===== src/rtl/alu_flag_pkg.sv =====
package alu_flag_pkg;

   localparam int PSW_W = 16;

   localparam logic [3:0] OP_ADD   = 4'd0;
   localparam logic [3:0] OP_SUB   = 4'd1;
   localparam logic [3:0] OP_ADDC  = 4'd2;
   localparam logic [3:0] OP_SUBB  = 4'd3;
   localparam logic [3:0] OP_NEG   = 4'd4;
   localparam logic [3:0] OP_INC   = 4'd5;
   localparam logic [3:0] OP_MULU  = 4'd6;
   localparam logic [3:0] OP_MULS  = 4'd7;
   localparam logic [3:0] OP_SETC  = 4'd8;
   localparam logic [3:0] OP_CLRC  = 4'd9;
   localparam logic [3:0] OP_CLRVT = 4'd10;
   localparam logic [3:0] OP_EI    = 4'd11;
   localparam logic [3:0] OP_DI    = 4'd12;
   localparam logic [3:0] OP_PSWLD = 4'd13;

   typedef enum logic [1:0] {
      SZ_BYTE = 2'd0,
      SZ_WORD = 2'd1,
      SZ_LONG = 2'd2,
      SZ_LALT = 2'd3
   } size_e;

   localparam int PSW_I_BIT  = 9;
   localparam int PSW_Z_BIT  = 7;
   localparam int PSW_N_BIT  = 6;
   localparam int PSW_V_BIT  = 5;
   localparam int PSW_VT_BIT = 4;
   localparam int PSW_C_BIT  = 3;
   localparam int PSW_X_BIT  = 2;
   localparam int PSW_ST_BIT = 0;

   typedef struct packed {
      logic ien;
      logic z;
      logic n;
      logic v;
      logic vt;
      logic c;
      logic st;
   } flags_t;

endpackage


===== src/rtl/alu_flag_addsub.sv =====
// Adder on left-aligned operands: the selected size sits in the upper bits,
// so carry and overflow always come from the same physical bit.
module alu_flag_addsub #(
   parameter int LONG_W = 32
) (
   input  logic [LONG_W-1:0] a_al,
   input  logic [LONG_W-1:0] b_al,
   input  logic [LONG_W-1:0] cin_al,
   output logic [LONG_W-1:0] sum_al,
   output logic              cout,
   output logic              ovf
);
   localparam int MSB = LONG_W - 1;

   logic [LONG_W:0] full;

   always_comb begin
      full   = {1'b0, a_al} + {1'b0, b_al} + {1'b0, cin_al};
      sum_al = full[MSB:0];
      cout   = full[LONG_W];
      ovf    = (a_al[MSB] == b_al[MSB]) && (full[MSB] != a_al[MSB]);
   end
endmodule


===== src/rtl/alu_flag_mul.sv =====
module alu_flag_mul import alu_flag_pkg::*; #(
   parameter int BYTE_W = 8,
   parameter int LONG_W = 4 * BYTE_W,
   parameter int RES_W  = 2 * LONG_W
) (
   input  logic [LONG_W-1:0] a,
   input  logic [LONG_W-1:0] b,
   input  size_e             sz,
   input  logic              sgn,
   output logic [RES_W-1:0]  prod
);
   localparam int WORD_W = 2 * BYTE_W;

   function automatic logic [RES_W-1:0] ext(input logic [LONG_W-1:0] x,
                                            input size_e s, input logic sg);
      logic [RES_W-1:0] r;
      case (s)
         SZ_BYTE: r = {{(RES_W-BYTE_W){sg & x[BYTE_W-1]}}, x[BYTE_W-1:0]};
         SZ_WORD: r = {{(RES_W-WORD_W){sg & x[WORD_W-1]}}, x[WORD_W-1:0]};
         default: r = {{(RES_W-LONG_W){sg & x[LONG_W-1]}}, x};
      endcase
      return r;
   endfunction

   logic [RES_W-1:0] full;

   always_comb begin
      full = ext(a, sz, sgn) * ext(b, sz, sgn);
      case (sz)
         SZ_BYTE: prod = {{(RES_W-2*BYTE_W){1'b0}}, full[2*BYTE_W-1:0]};
         SZ_WORD: prod = {{(RES_W-2*WORD_W){1'b0}}, full[2*WORD_W-1:0]};
         default: prod = full;
      endcase
   end
endmodule


===== src/rtl/alu_flag_psw.sv =====
module alu_flag_psw import alu_flag_pkg::*; (
   input  logic             clk,
   input  logic             rst_n,
   input  logic             op_valid,
   input  logic [3:0]       op,
   input  logic             res_zero,
   input  logic             res_n,
   input  logic             res_c,
   input  logic             res_v,
   input  logic             vt_clr,
   input  logic [PSW_W-1:0] wr_word,
   output flags_t           flags,
   output logic [PSW_W-1:0] psw_word
);
   flags_t nxt;
   logic   wr_unused;

   assign wr_unused = ^{wr_word[15:10], wr_word[8], wr_word[PSW_X_BIT], wr_word[1]};

   always_comb begin
      nxt = flags;
      if (op_valid) begin
         case (op)
            OP_ADD, OP_SUB, OP_NEG, OP_INC, OP_ADDC, OP_SUBB: begin
               nxt.z  = (op == OP_ADDC || op == OP_SUBB) ? (flags.z & res_zero) : res_zero;
               nxt.n  = res_n;
               nxt.c  = res_c;
               nxt.v  = res_v;
               nxt.vt = flags.vt | res_v;
            end
            OP_MULU, OP_MULS: nxt.st = 1'b0;
            OP_SETC:  nxt.c   = 1'b1;
            OP_CLRC:  nxt.c   = 1'b0;
            OP_CLRVT: nxt.vt  = 1'b0;
            OP_EI:    nxt.ien = 1'b1;
            OP_DI:    nxt.ien = 1'b0;
            OP_PSWLD: begin
               nxt.ien = wr_word[PSW_I_BIT];
               nxt.z   = wr_word[PSW_Z_BIT];
               nxt.n   = wr_word[PSW_N_BIT];
               nxt.v   = wr_word[PSW_V_BIT];
               nxt.vt  = wr_word[PSW_VT_BIT];
               nxt.c   = wr_word[PSW_C_BIT];
               nxt.st  = wr_word[PSW_ST_BIT];
            end
            default: nxt = flags;
         endcase
      end
      if (vt_clr) nxt.vt = 1'b0;
   end

   always_ff @(posedge clk) begin
      if (!rst_n) flags <= '0;
      else        flags <= nxt;
   end

   always_comb begin
      psw_word             = '0;
      psw_word[PSW_I_BIT]  = flags.ien;
      psw_word[PSW_Z_BIT]  = flags.z;
      psw_word[PSW_N_BIT]  = flags.n;
      psw_word[PSW_V_BIT]  = flags.v;
      psw_word[PSW_VT_BIT] = flags.vt;
      psw_word[PSW_C_BIT]  = flags.c;
      psw_word[PSW_ST_BIT] = flags.st;
   end
endmodule


===== src/rtl/alu_flag_unit.sv =====
module alu_flag_unit import alu_flag_pkg::*; #(
   parameter  int BYTE_W = 8,
   localparam int LONG_W = 4 * BYTE_W,
   localparam int RES_W  = 2 * LONG_W
) (
   input  logic              clk,
   input  logic              rst_n,
   input  logic              op_valid,
   input  logic [3:0]        op_code,
   input  logic [1:0]        op_size,
   input  logic [LONG_W-1:0] opnd_a,
   input  logic [LONG_W-1:0] opnd_b,
   input  logic              vt_clr_jmp,
   output logic [RES_W-1:0]  result,
   output logic              flag_z,
   output logic              flag_n,
   output logic              flag_c,
   output logic              flag_v,
   output logic              flag_vt,
   output logic              flag_st,
   output logic              int_en,
   output logic [PSW_W-1:0]  psw_rd
);
   localparam int WORD_W = 2 * BYTE_W;
   localparam int LANES  = LONG_W / BYTE_W;

   if (BYTE_W < 4) begin : g_bad_byte
      $error("alu_flag_unit: BYTE_W must be at least 4");
   end
   if (LANES * BYTE_W != LONG_W) begin : g_bad_lanes
      $error("alu_flag_unit: long width must be whole bytes");
   end

   size_e  sz;
   flags_t flags;
   assign sz = size_e'(op_size);

   function automatic logic [LONG_W-1:0] align(input logic [LONG_W-1:0] x, input size_e s);
      logic [LONG_W-1:0] r;
      case (s)
         SZ_BYTE: r = {x[BYTE_W-1:0], {(LONG_W-BYTE_W){1'b0}}};
         SZ_WORD: r = {x[WORD_W-1:0], {(LONG_W-WORD_W){1'b0}}};
         default: r = x;
      endcase
      return r;
   endfunction

   // operand routing per operation
   logic [LONG_W-1:0] src_a, src_b;
   logic              cin;
   logic              is_arith, is_mul;

   always_comb begin
      src_a = opnd_a;
      src_b = opnd_b;
      cin   = 1'b0;
      case (op_code)
         OP_SUB:  begin src_b = ~opnd_b; cin = 1'b1;   end
         OP_ADDC: begin cin = flags.c;                 end
         OP_SUBB: begin src_b = ~opnd_b; cin = flags.c; end
         OP_NEG:  begin src_a = '0; src_b = ~opnd_a; cin = 1'b1; end
         OP_INC:  begin src_b = '0; cin = 1'b1;        end
         default: ;
      endcase
      is_arith = (op_code <= OP_INC);
      is_mul   = (op_code == OP_MULU) || (op_code == OP_MULS);
   end

   logic [LONG_W-1:0] sum_al;
   logic              cout, ovf;

   alu_flag_addsub #(.LONG_W(LONG_W)) u_add (
      .a_al   (align(src_a, sz)),
      .b_al   (align(src_b, sz)),
      .cin_al (align(LONG_W'(cin), sz)),
      .sum_al (sum_al),
      .cout   (cout),
      .ovf    (ovf)
   );

   // per-lane zero detect; lanes below the selected size are zero by alignment
   logic [LANES-1:0] lane_nz;
   for (genvar g = 0; g < LANES; g++) begin : g_lane
      assign lane_nz[g] = |sum_al[g*BYTE_W +: BYTE_W];
   end

   logic res_zero, res_n;
   assign res_zero = ~|lane_nz;
   assign res_n    = sum_al[LONG_W-1] ^ ovf;

   logic [LONG_W-1:0] sum_out;
   always_comb begin
      case (sz)
         SZ_BYTE: sum_out = LONG_W'(sum_al[LONG_W-1 -: BYTE_W]);
         SZ_WORD: sum_out = LONG_W'(sum_al[LONG_W-1 -: WORD_W]);
         default: sum_out = sum_al;
      endcase
   end

   logic [RES_W-1:0] prod;
   alu_flag_mul #(.BYTE_W(BYTE_W), .LONG_W(LONG_W), .RES_W(RES_W)) u_mul (
      .a    (opnd_a),
      .b    (opnd_b),
      .sz   (sz),
      .sgn  (op_code == OP_MULS),
      .prod (prod)
   );

   always_comb begin
      if (is_arith)    result = RES_W'(sum_out);
      else if (is_mul) result = prod;
      else             result = '0;
   end

   alu_flag_psw u_psw (
      .clk      (clk),
      .rst_n    (rst_n),
      .op_valid (op_valid),
      .op       (op_code),
      .res_zero (res_zero),
      .res_n    (res_n),
      .res_c    (cout),
      .res_v    (ovf),
      .vt_clr   (vt_clr_jmp),
      .wr_word  (opnd_a[PSW_W-1:0]),
      .flags    (flags),
      .psw_word (psw_rd)
   );

   assign flag_z  = flags.z;
   assign flag_n  = flags.n;
   assign flag_c  = flags.c;
   assign flag_v  = flags.v;
   assign flag_vt = flags.vt;
   assign flag_st = flags.st;
   assign int_en  = flags.ien;
endmodule


===== config.mk =====
export PLATFORM = sky130hd
export DESIGN_NAME = alu_flag_unit
export DESIGN_NICKNAME = d
export VERILOG_FILES = /design/src/rtl/alu_flag_pkg.sv /design/src/rtl/alu_flag_addsub.sv /design/src/rtl/alu_flag_mul.sv /design/src/rtl/alu_flag_psw.sv /design/src/rtl/alu_flag_unit.sv
export SDC_FILE = /design/constraint.sdc
export NUM_CORES = 2
export LEC_CHECK = 0
export BUFFER_PORTS_ARGS = -buffer_cell sky130_fd_sc_hd__buf_2
export CORE_MARGIN = 2
export CORE_UTILIZATION = 50
export DETAILED_ROUTE_END_ITERATION = 7
export PLACE_DENSITY = 0.68
export SYNTH_ARGS = -nofsm -noshare
export SYNTH_HDL_FRONTEND = slang
export SYNTH_SLANG_ARGS = --single-unit
export TNS_END_PERCENT = 100

===== constraint.sdc =====
create_clock -name clk -period 14.5 [get_ports clk]
set_input_delay 0.725 -clock clk [delete_from_list [all_inputs] [get_ports clk]]
set_output_delay 0.725 -clock clk [all_outputs]
set_load 0.02 [all_outputs]

# Yosys cells after proc, flatten, opt, wreduce, memory -nomap -nowiden
# Index checks and enable logic that the tools add are counted.
# Widths: inputs -> output; s select.
word_totals:
  out_inout_bits: 87
  register_bits: 7
  input_bits: 74
op_classes:
  reduce_logical: 23
  addsub: 2
  eq_ne: 16
  mul: 1
  n_lt_le_gt_ge: 1
  muxes: 18
  bitwise: 12
ops:
  columns: ["cell", "n"]
  rows:
  - ["$pmux 64 s2", 3]
  - ["$pmux 32 s2", 3]
  - ["$mux 64", 2]
  - ["$pmux 32 s3", 1]
  - ["$mul 64x64->64", 1]
  - ["$not 32->32", 2]
  - ["$pmux 25 s2", 1]
  - ["$add 32x32->33", 1]
  - ["$add 33x25->33", 1]
  - ["$mux 32", 1]
  - ["$reduce_or 32->1", 1]
  - ["$eq 4x4->1 const B", 6]
  - ["$eq 4x3->1 const B", 4]
  - ["$reduce_and 2->1", 5]
  - ["$eq 4x2->1 const B", 2]
  - ["$reduce_or 2->1", 4]
  - ["$and 1x1->1", 7]
  - ["$pmux 1 s3", 2]
  - ["$pmux 3 s2", 1]
  - ["$reduce_bool 3->1", 2]
  - ["$reduce_or 6->1", 1]
  - ["$eq 4x1->1 const B", 1]
  - ["$le 4x3->1 const B", 1]
  - ["$logic_not 4->1", 1]
  - ["other kinds (16)", 19]

# Logic depth before layout (Yosys ltp)
depth:
  word_depth: 11
  mapped_depth: 39
  ltp_nobuf: 35

# Hierarchy
# Synthesis repeated with hierarchy kept, for this count alone.
hier_totals:
  cells_unflattened: 5976
  hier_area_um2: 53264.8
by_module_without_submodules:
  columns: ["mod", "n_inst", "cells_each", "area_per_inst_um2", "seq_area_each_um2"]
  rows:
  - ["alu_flag_mul", 1, 5245, 47962.2, 0.0]
  - ["alu_flag_addsub", 1, 307, 2494.9, 0.0]
  - ["alu_flag_unit", 1, 350, 2190.9, 0.0]
  - ["alu_flag_psw", 1, 74, 616.8, 140.1]

# Worst setup path after synthesis
# Ideal clock, no wire load.
synth_timing:
  kind: "input port to output port"
  from: "in op_code[3]"
  to: "out result[62]"
  setup_slack_ns: 3.412
  arrival_ns: 10.363
  path_buffers: 4
  stages: 34
  t_required_ns: 13.775
  path_cell_list: "buf_2 nand4b_2 nor3_2 nor2_1 a21oi_1 clkbuf_1 clkbuf_1 nand2_1 fa_1 fa_1 inv_1 fa_1 inv_1 fa_1 fa_1 fa_1 inv_1 fa_1 fa_1 fa_1 inv_1 fa_1 inv_1 ha_1 clkbuf_1 a21o_1 a21o_1 a21o_1 a21o_1 a221o_1 nand3_1 a21oi_1 a41oi_1 mux2i_1"
synth_between:
  elab_chain_cells: 7
  elab_cells_between_ends: 16
synth_rtl:
  columns: ["item", "line_no", "rtl"]
  rows:
  - ["start: declaration", "alu_flag_unit.sv:9", "input logic [3:0] op_code,"]
  - ["$eq 4x3->1", "alu_flag_unit.sv:66, alu_flag_unit.sv:105", null]
  - ["$and 1x1->1 (on tied branches)", "alu_flag_mul.sv:18, alu_flag_mul.sv:19, alu_flag_mul.sv:20", null]
  - ["$pmux 64 s2", "alu_flag_mul.sv:17", "case (s)"]
  - ["$mul 64x64->64", "alu_flag_mul.sv:28", "full = ext(a, sz, sgn) * ext(b, sz, sgn);"]
  - ["$pmux 64 s2", "alu_flag_mul.sv:29", "case (sz)"]
  - ["$mux 64", "alu_flag_unit.sv:111", "else if (is_mul) result = prod;"]
  - ["$mux 64 (*)", "alu_flag_unit.sv:110", "if (is_arith) result = RES_W'(sum_out);"]
  - ["end: declaration", "alu_flag_unit.sv:14", "output logic [RES_W-1:0] result,"]
# Every way passes the cells marked *; elsewhere a longest branch is shown, timed or not.

# Worst setup path after layout
layout_timing:
  from: "in op_size[1]"
  to: "out result[62]"
layout_between:
  elab_chain_cells: 6
  elab_cells_between_ends: 8
layout_rtl:
  columns: ["item", "line_no", "rtl"]
  rows:
  - ["start: declaration", "alu_flag_unit.sv:10", "input logic [1:0] op_size,"]
  - ["$eq 2x1->1 / $logic_not 2->1 (equally long branches)", "alu_flag_mul.sv:17, alu_flag_mul.sv:29", null]
  - ["$pmux 64 s2", "alu_flag_mul.sv:17", null]
  - ["$mul 64x64->64", "alu_flag_mul.sv:28", null]
  - ["$pmux 64 s2 (*)", "alu_flag_mul.sv:29", null]
  - ["$mux 64 (*)", "alu_flag_unit.sv:111", null]
  - ["$mux 64 (*)", "alu_flag_unit.sv:110", null]
# Marked as above.

==> key figures <==
Status
  • Outcome: finished clean

Clock tree
  • Hold_buf cts: 0
  • Worst-path clk slew: 0.04 ns
  • Clock root buffer: clkbuf_16
  • Setup Fix Bufs, Post-CTS: 0
  • CTS buffer count: 3
  • H-tree depth: 1
  • Clock tree buffer depth: 2
  • Cts repair resizes: 0
  • Sink Count: 7
  • CTS tree: done
  • Worst skew pair latency: 0.23 ns

Die
  • Die height: 328 um
  • Total die area: 108000 um2
  • Die X: 328 um
  • Ports: 161
  • Core area: 105000 um2
  • Initial Util: 50.2%
  • Row cnt: 119

Critical path
  • Setup crit start kind: input port
  • Crit-path max cell delay: 0.79 ns
  • CP max FO: 43
  • CP dominant cell by count: fa_1
  • Reg2Reg Depth: 15
  • Critical path arrival: 12.09 ns
  • Setup crit start: op_size[1]
  • Critical path required time: 13.78 ns
  • CP Class: in2out
  • Slowest stage cell, crit path: or2_2
  • Critical Path Sink Type: output port
  • Worst R2R End: u_psw.flags[5]$_SDFFE_PN0P_
  • Internal reg-to-reg setup slack: 9.51 ns
  • Worst r2r src: u_psw.flags[1]$_SDFFE_PN0P_

Timing
  • Slew Limit Headroom: 4.08%
  • Final Cycle Share: 88.4%
  • Actual slew at the worst max-slew pin: 1.44 ns
  • Max Fclk: 0.0780 GHz
  • Min cycle time layout: 12.82 ns
  • Fin Setup TNS: 0 ns
  • Slew Limit Fails: 0
  • Final setup viols: 0
  • RSZ-0062 raised after global routing: false
  • Final hold vios: 0
  • Post-Route Skew: 0.00231 ns

Hold path
  • Hold WC Path Type: reg2reg
  • Hold Path End: u_psw.flags[4]$_SDFFE_PN0P_
  • Hold path cells: 2
  • Worst Hold Launch: u_psw.flags[4]$_SDFFE_PN0P_

Final layout
  • Fraction of layout cells with a size suffix above 1: 5.72%
  • Regs by FF count: u_psw.flags x7
  • Final #Nets: 7864
  • Largest register by flop count: u_psw.flags
  • Max FFs per register: 7
  • Area Overhead vs Synth: 4.64%

Drt
  • Initial DRC count: 3889
  • Final ANT Viol Nets: 0
  • Vias/cell: 5.72
  • Wire per inst: 26.5 um
  • TritonRoute pass-1 iters: 6
  • Detailed Route WL: 196000 um
  • DRC: 0
  • Vias: 42300

GRT
  • Initial antenna violation count: 7
  • Largest net degree at the start of global routing: 44
  • Vias in the first global route: 46300
  • Grt ovf: 0
  • GRT Util Overall: 37.4%
  • First-pass GRT wire length: 293000 um

Yosys
  • Yosys cell types: 95
  • Warnings, synthesis: 0
  • Syn_area_per_cell: 8.77 um2
  • Ys async rst share: 0%
  • Synth Register Bits: 7
  • Ys flop type: dfxtp_1
  • Number of synthesized flops with an enable pin: 0
  • Seq/Total Area, Yosys: 0.266%
  • Synthesized cell area: 52600 um2
  • Mapped Cells: 6004

Place
  • PortBufs: 151
  • Global placer's final weighted congestion: 1.08
  • Post-DP HPWL: 164000 um

Flow run
  • Max Cap Viol: 0
## synthesized netlist by cell type, types with 6 or more instances
library cell | number | share of area [%]
o21ai_1 | 28 | 0.27
fa_1 | 1437 | 55
mux2i_1 | 27 | 0.51
o22ai_1 | 62 | 0.74
o21bai_1 | 17 | 0.24
clkbuf_1 | 249 | 1.8
or2_2 | 6 | 0.071
buf_2 | 7 | 0.067
a21o_1 | 68 | 0.97
nand3b_1 | 6 | 0.086
buf_1 | 14 | 0.10
xor2_1 | 35 | 0.58
inv_1 | 1606 | 11
or4_1 | 12 | 0.17
a31oi_1 | 11 | 0.13
buf_4 | 16 | 0.23
ha_1 | 359 | 8.5
nor4_1 | 6 | 0.071
nor2_1 | 543 | 3.9
o21ai_0 | 60 | 0.57
a211o_1 | 6 | 0.10
a211oi_1 | 17 | 0.24
and2_1 | 165 | 2.0
nor3_1 | 47 | 0.45
nand3_1 | 27 | 0.26
nand4_1 | 24 | 0.29
xnor2_1 | 76 | 1.3
mux2_2 | 7 | 0.15
nor2b_1 | 30 | 0.36
o21a_1 | 35 | 0.50
a21oi_1 | 203 | 1.9
dfxtp_1 | 7 | 0.27
nand2_1 | 617 | 4.4
nand2b_1 | 14 | 0.17
o211ai_1 | 7 | 0.10
and3_1 | 33 | 0.39
or3_1 | 11 | 0.13
## cell families after synthesis
kind of cell / synth area share [%]
flops: 0.266
other cells: 0.00713
xor+xnor: 1.88
buf+inv: 13.7
fa+ha+maj: 63.2
simple gates: 13.1
compound gates: 7.22
mux: 0.663
## cell type report
class	instances	area, um2
Inverter	1609	6040
Fill cell	10000	49700
Timing Repair Buffer	264	1600
Multi-Input combinational cell	4109	45500
Clock buffer	4	78.8
Tap cell	1391	1740
Antenna cell	1	2.50
Sequential cell	7	140
## how the worst max path moves through the flow
stage | endpoint
after floorplan | result[62]
after global placement | result[63]
after detailed placement | result[62]
after CTS | result[62]
after global routing | result[61]
final | result[62]
## worst max-delay path: cells and delay by family
kind | cells | cell delay (ns)
buf+inv | 12 | 2.00
mux | 1 | 0.22
fa+ha+maj | 11 | 5.61
compound gates | 7 | 1.94
simple gates | 4 | 1.51
## layout by cell type (no fill, tap or decap), types with 7 or more instances in the layout
| master | instances |
|---|---|
| a211oi_1 | 17 |
| a21o_1 | 68 |
| a21oi_1 | 185 |
| a21oi_2 | 22 |
| a31oi_1 | 11 |
| and2_1 | 165 |
| and3_1 | 33 |
| buf_2 | 151 |
| buf_4 | 113 |
| conb_1 | 9 |
| dfxtp_1 | 7 |
| fa_1 | 1437 |
| ha_1 | 359 |
| inv_1 | 1606 |
| mux2_2 | 7 |
| mux2i_1 | 27 |
| nand2_1 | 616 |
| nand2b_1 | 14 |
| nand3_1 | 27 |
| nand4_1 | 24 |
| nor2_1 | 543 |
| nor2b_1 | 30 |
| nor3_1 | 46 |
| o211ai_1 | 7 |
| o21a_1 | 33 |
| o21ai_0 | 60 |
| o21ai_1 | 19 |
| o21ai_2 | 10 |
| o21bai_1 | 16 |
| o22ai_1 | 62 |
| or3_1 | 11 |
| or4_1 | 12 |
| xnor2_1 | 76 |
| xor2_1 | 35 |
## metrics by stage
| step | cell area, um2 | util (%) | hold WS (ns) | setup slack [ns] | instances |
|---|---|---|---|---|---|
| after floorplan | 52700 | - | 0.555 | 3.41 | 6012 |
| after global placement | 55000 | 52.5 | 0.467 | 1.98 | 7380 |
| after detailed placement | 55000 | 52.5 | 0.476 | 1.75 | 7380 |
| after CTS | 55100 | 52.5 | 0.481 | 1.71 | 7384 |
| after global routing | 55100 | 52.5 | 0.524 | 1.20 | 7384 |
| final | 55100 | 52.5 | 0.480 | 1.68 | 7385 |
## routing by layer
layer	track usage [%]	routed length (um)
met4	30.3	20600
met3	8.05	18000
met5	0	70
met1	43.0	67100
met2	60.5	89700
Power is left out: the tool's default activity adds up to more than one toggle a clock period on the data nets, which glitch-free logic cannot reach.
